$ cat config.mk
export PLATFORM = sky130hd
export DESIGN_NAME = xmon
export DESIGN_NICKNAME = d
export VERILOG_FILES = /design/src/rtl/xmon.sv
export SDC_FILE = /design/constraint.sdc
export NUM_CORES = 1
export LEC_CHECK = 0
export ABC_AREA = 1
export BUFFER_PORTS_ARGS = -buffer_cell sky130_fd_sc_hd__buf_2
export CAP_MARGIN = 10
export CORE_MARGIN = 2
export CORE_UTILIZATION = 36
export CTS_BUF_LIST = sky130_fd_sc_hd__clkbuf_8
export DETAILED_ROUTE_END_ITERATION = 8
export HOLD_SLACK_MARGIN = 0.15
export SETUP_SLACK_MARGIN = 0.15
export SYNTH_ARGS = -nofsm -noshare
export SYNTH_HDL_FRONTEND = slang
export SYNTH_SLANG_ARGS = --single-unit
export TNS_END_PERCENT = 1
$ cat constraint.sdc
create_clock -name clk -period 5 [get_ports clk]
set_clock_uncertainty 0.15 [all_clocks]
set_input_delay 1.5 -clock clk [delete_from_list [all_inputs] [get_ports clk]]
set_output_delay 1.5 -clock clk [all_outputs]
set_load 0.1 [all_outputs]
$ cat src/rtl/xmon.sv
module xmon #(
  parameter int AW = 32,
  parameter int GRANULE_BYTES = 64
) (
  input  logic          clk,
  input  logic          rst_n,
  input  logic          ld_valid,
  input  logic [AW-1:0] ld_addr,
  input  logic [2:0]    ld_size,
  input  logic          st_valid,
  input  logic [AW-1:0] st_addr,
  input  logic [2:0]    st_size,
  input  logic          clr,
  input  logic          snoop_valid,
  input  logic [AW-1:0] snoop_addr,
  output logic          st_permit,
  output logic          st_status,
  output logic          align_err
);
  localparam int GL = $clog2(GRANULE_BYTES);

  logic          res_valid;
  logic [AW-1:0] res_addr;
  logic [2:0]    res_size;

  function automatic logic aligned(input logic [AW-1:0] a, input logic [2:0] sz);
    logic [3:0] m;
    logic legal;
    legal = 1'b1;
    case (sz)
      3'd0: m = 4'h0;
      3'd1: m = 4'h1;
      3'd2: m = 4'h3;
      3'd3, 3'd4: m = 4'h7;
      3'd5: m = 4'hF;
      default: begin m = 4'h0; legal = 1'b0; end
    endcase
    return legal && ((a[3:0] & m) == 4'h0);
  endfunction

  logic ld_ok, st_ok, snoop_kill, live, same;

  assign ld_ok      = aligned(ld_addr, ld_size);
  assign st_ok      = aligned(st_addr, st_size);
  assign snoop_kill = snoop_valid && res_valid && (snoop_addr[AW-1:GL] == res_addr[AW-1:GL]);
  assign live       = res_valid && !clr && !snoop_kill;
  assign same       = (st_addr == res_addr) && (st_size == res_size);

  assign st_permit = st_valid && st_ok && live && same;
  assign st_status = st_valid && !st_permit;
  assign align_err = (ld_valid && !ld_ok) || (st_valid && !st_ok);

  always_ff @(posedge clk or negedge rst_n) begin
    if (!rst_n) begin
      res_valid <= 1'b0;
      res_addr  <= '0;
      res_size  <= '0;
    end else if (ld_valid) begin
      res_valid <= ld_ok;
      res_addr  <= ld_addr;
      res_size  <= ld_size;
    end else if (st_valid || clr || snoop_kill) begin
      res_valid <= 1'b0;
    end
  end
endmodule

==> flow_metrics.py <==
metrics = {
    "route": {
        "first_iter_violations": 99,
        "wl_per_cell_um": 12.03,
        "via_per_inst": 4.390,
        "totalWireLength_um": 7901,
        "drc": 0,
        "num_vias": 2884,
        "ant_nets": 0,
        "dr.pass1.iters": 4,
    },
    "sta": {
        "min_period_ns": 4.537,
        "fin_crit_sh": 0.9074,
        "finalMaxSlewViolations": 0,
        "fmax_mhz": 220.4,
        "tightest_slew_ns": 0.8755,
        "hold_viol": 0,
        "slew_headroom": 0.4163,
        "tns_ns": 0,
        "setup_viol_count_final": 0,
        "rsz0062_at_grt": "false",
    },
    "die": {
        "die_w_um": 91.03,
        "coreArea_mm2": 0.007292,
        "row_count": 31,
        "dieArea_mm2": 0.008286,
        "io_pins": 111,
        "initial_utilization": 0.3739,
        "die_h_um": 91.03,
    },
    "placement": {
        "routabilityCongestion": 0.8508,
        "portBuffers": 104,
        "hpwl_um": 6531,
        "place_area_mm2": 0.003356,
    },
    "worst_setup_path": {
        "crit_chain": "buf_2 > xnor2_1 > nand2_1 > nor2_1 > nand2_1 > nor2_2 > nand3_1 > nor2_4 > buf_2",
        "r2r_cells": 8,
        "r2r_slack_ns": 3.46,
        "worstPathMaxFanout": 2,
        "path_buf_inv": 2,
        "cpLargestDelayFamily": "simple AND/OR/NAND/NOR gates",
        "cp_slowest_cell": "buf_2",
        "critPathMaxStageDelay_ns": 0.44,
        "end_kind": "output port",
        "r2r_start": "res_addr[28]",
        "crit_type": "input port to output port",
        "worst_ep_required_time_ns": 3.35,
        "crit_path_start_kind": "input port",
        "r2r_end": "res_valid",
        "critPathArrivalTime_ns": 2.89,
    },
    "pwr": {
        "switching_share": 0.3147,
        "finalPower_w": 0.0008602,
        "powerDensity_mw_per_mm2": 247.0,
        "peakVddDrop_mv": 0.1453,
        "combPwrFrac": 0.268,
        "p_clk_frac": 0.334,
        "p_seq_frac": 0.398,
        "p_switching_w": 0.0002707,
        "p_int_w": 0.0005895,
        "p_leak_nw": 1.994,
    },
    "synthesis": {
        "syn_area_mm2": 0.002726,
        "synthCells": 452,
        "avgSynthCellArea_um2": 6.032,
        "ys_seq_area_frac": 0.3304,
        "yosys_warnings": 0,
        "ys_ff_latch": 36,
        "syn_nets": 560,
        "synth_cell_types": 22,
    },
    "global_route": {
        "grt.total_usage": 0.1949,
        "grt_overflow": 0,
        "grt_pass1_vias": 2814,
        "antenna_found_initial": 0,
        "grt_pass1_wl_um": 12900,
        "grt_max_degree": 63,
    },
    "clocking": {
        "ctsHoldBuffers": 0,
        "cts_htree_levels": 2,
        "clkLatencyLatePin_ns": 0.29,
        "post-cts-setup-buffer-count": 0,
        "cts_tree": "built",
        "cts.path.max_buffers": 2,
        "root_buffer": "clkbuf_8",
        "clk_pin_slew_ns": 0.07,
        "cts_resized": 0,
        "cts_sinks": 36,
        "cts_inserted_buffers": 5,
    },
    "layout": {
        "drive_gt1_frac": 0.2563,
        "final_area_mm2": 0.003482,
        "syn_to_final_growth_pct": 27.72,
        "layout.nets": 665,
        "antenna_cells": 0,
    },
    "job": {
        "cap_violations": 0,
    },
    "hold_path": {
        "hold_path_end": "res_size[1]",
        "hold_class": "flip-flop to flip-flop",
        "hold_start": "res_size[1]",
        "min_path_cells": 2,
    },
    "status": {
        "status": "finished, final reports clean",
    },
}
-- layout make-up --
| class | count | area [um2] |
|---|---|---|
| Clock inverter | 1 | 30.03 |
| Multi-Input combinational cell | 329 | 1503 |
| Inverter | 80 | 300.3 |
| Sequential cell | 36 | 900.9 |
| Clock buffer | 7 | 96.34 |
| Fill cell | 813 | 3810 |
| Timing Repair Buffer | 105 | 528.0 |
| Tap cell | 99 | 123.9 |
-- logic make-up after synthesis --
kind of cell,synth area share
AO/OA/AOI/OAI,0.07113
XOR/XNOR,0.09316
buffers and inverters,0.1202
flip-flops,0.3304
AND/OR/NAND/NOR,0.3850
-- cell usage in the layout (no fill, tap or decap) --
| cell | count |
|---|---|
| nand3_1 | 4 |
| xor2_1 | 1 |
| bufinv_16 | 1 |
| inv_1 | 57 |
| inv_2 | 18 |
| nor2_4 | 1 |
| buf_4 | 1 |
| nand4_1 | 6 |
| nand2_2 | 1 |
| o2111ai_1 | 1 |
| clkbuf_8 | 7 |
| nand3_2 | 1 |
| a21oi_1 | 4 |
| or2_1 | 1 |
| nor2_1 | 38 |
| nor2_2 | 9 |
| dfrtp_1 | 36 |
| nand2_1 | 198 |
| clkinv_1 | 5 |
| xnor2_1 | 28 |
| o21ai_1 | 3 |
| nand3b_1 | 2 |
| buf_2 | 104 |
| and3_1 | 1 |
| o21ai_0 | 30 |
-- Yosys cell counts --
cell / count / share of area
a21oi_1: 4 / 0.0073
xnor2_1: 28 / 0.090
o21ai_0: 30 / 0.055
nor2_2: 10 / 0.023
o21ai_1: 3 / 0.0055
nand3b_1: 2 / 0.0055
or2_1: 1 / 0.0023
clkbuf_1: 6 / 0.0083
xor2_1: 1 / 0.0032
nor2_1: 38 / 0.052
nand3_2: 1 / 0.0037
inv_2: 18 / 0.025
dfrtp_1: 36 / 0.33
nand3_1: 4 / 0.0073
nand2_1: 198 / 0.27
o2111ai_1: 1 / 0.0032
nand2_2: 1 / 0.0023
nand4_1: 6 / 0.014
and3_1: 1 / 0.0023
inv_1: 57 / 0.078
buf_2: 1 / 0.0018
clkinv_1: 5 / 0.0069
-- metrics by stage --
step           worst slack, ns    util  instances  hold slack (ns)
6_report                0.4632  0.4775        657           0.3456
5_1_grt                 0.3139  0.4775        657           0.3713
4_1_cts                 0.4401  0.4775        657           0.3522
3_5_place_dp            0.4324  0.4602        649           0.3330
3_3_place_gp            0.4128  0.4602        649           0.3254
2_1_floorplan           0.2999       -        452           0.3123
-- layer usage --
layer,track usage,routed length (um)
met1,0.2728,3845
met2,0.3086,3503
met3,0.03402,428
met4,0.05682,123
met5,0,0
-- worst register-to-register path: stages, from the launching register on --
cell	delay [ns]
dfrtp_1	0.41
xnor2_1	0.28
nand2_1	0.09
nor2_1	0.16
nand2_1	0.07
nor2_1	0.10
nand2_1	0.06
nand2_1	0.05
a21oi_1	0.05
-- power by group through the flow --
stage	clock network, W	logic, W	registers (W)
5_1_grt	0.000305	0.000267	0.000347
3_5_place_dp	0	0.000232	0.000348
6_report	0.000287	0.000230	0.000343
3_3_place_gp	0	0.000230	0.000347
2_1_floorplan	0	0.000144	0.000342
4_1_cts	0.000295	0.000233	0.000343
-- how the worst max path moves through the flow --
| stage | startpoint | slack (ns) | end | depth (start not counted) |
|---|---|---|---|---|
| finish | st_addr[11] | 0.46 | st_permit | 9 |
| global route | st_addr[2] | 0.31 | st_permit | 9 |
| CTS | snoop_addr[28] | 0.44 | st_status | 9 |
| detailed placement | snoop_addr[28] | 0.43 | st_status | 9 |
| global placement | snoop_addr[28] | 0.41 | st_status | 9 |
| floorplan | snoop_addr[8] | 0.30 | st_status | 7 |
-- state kept, by name, indices dropped and copies added, names as in the netlist --
register	cells
res_valid	1
res_size	3
res_addr	32
Power figures use the tool's default switching activity.
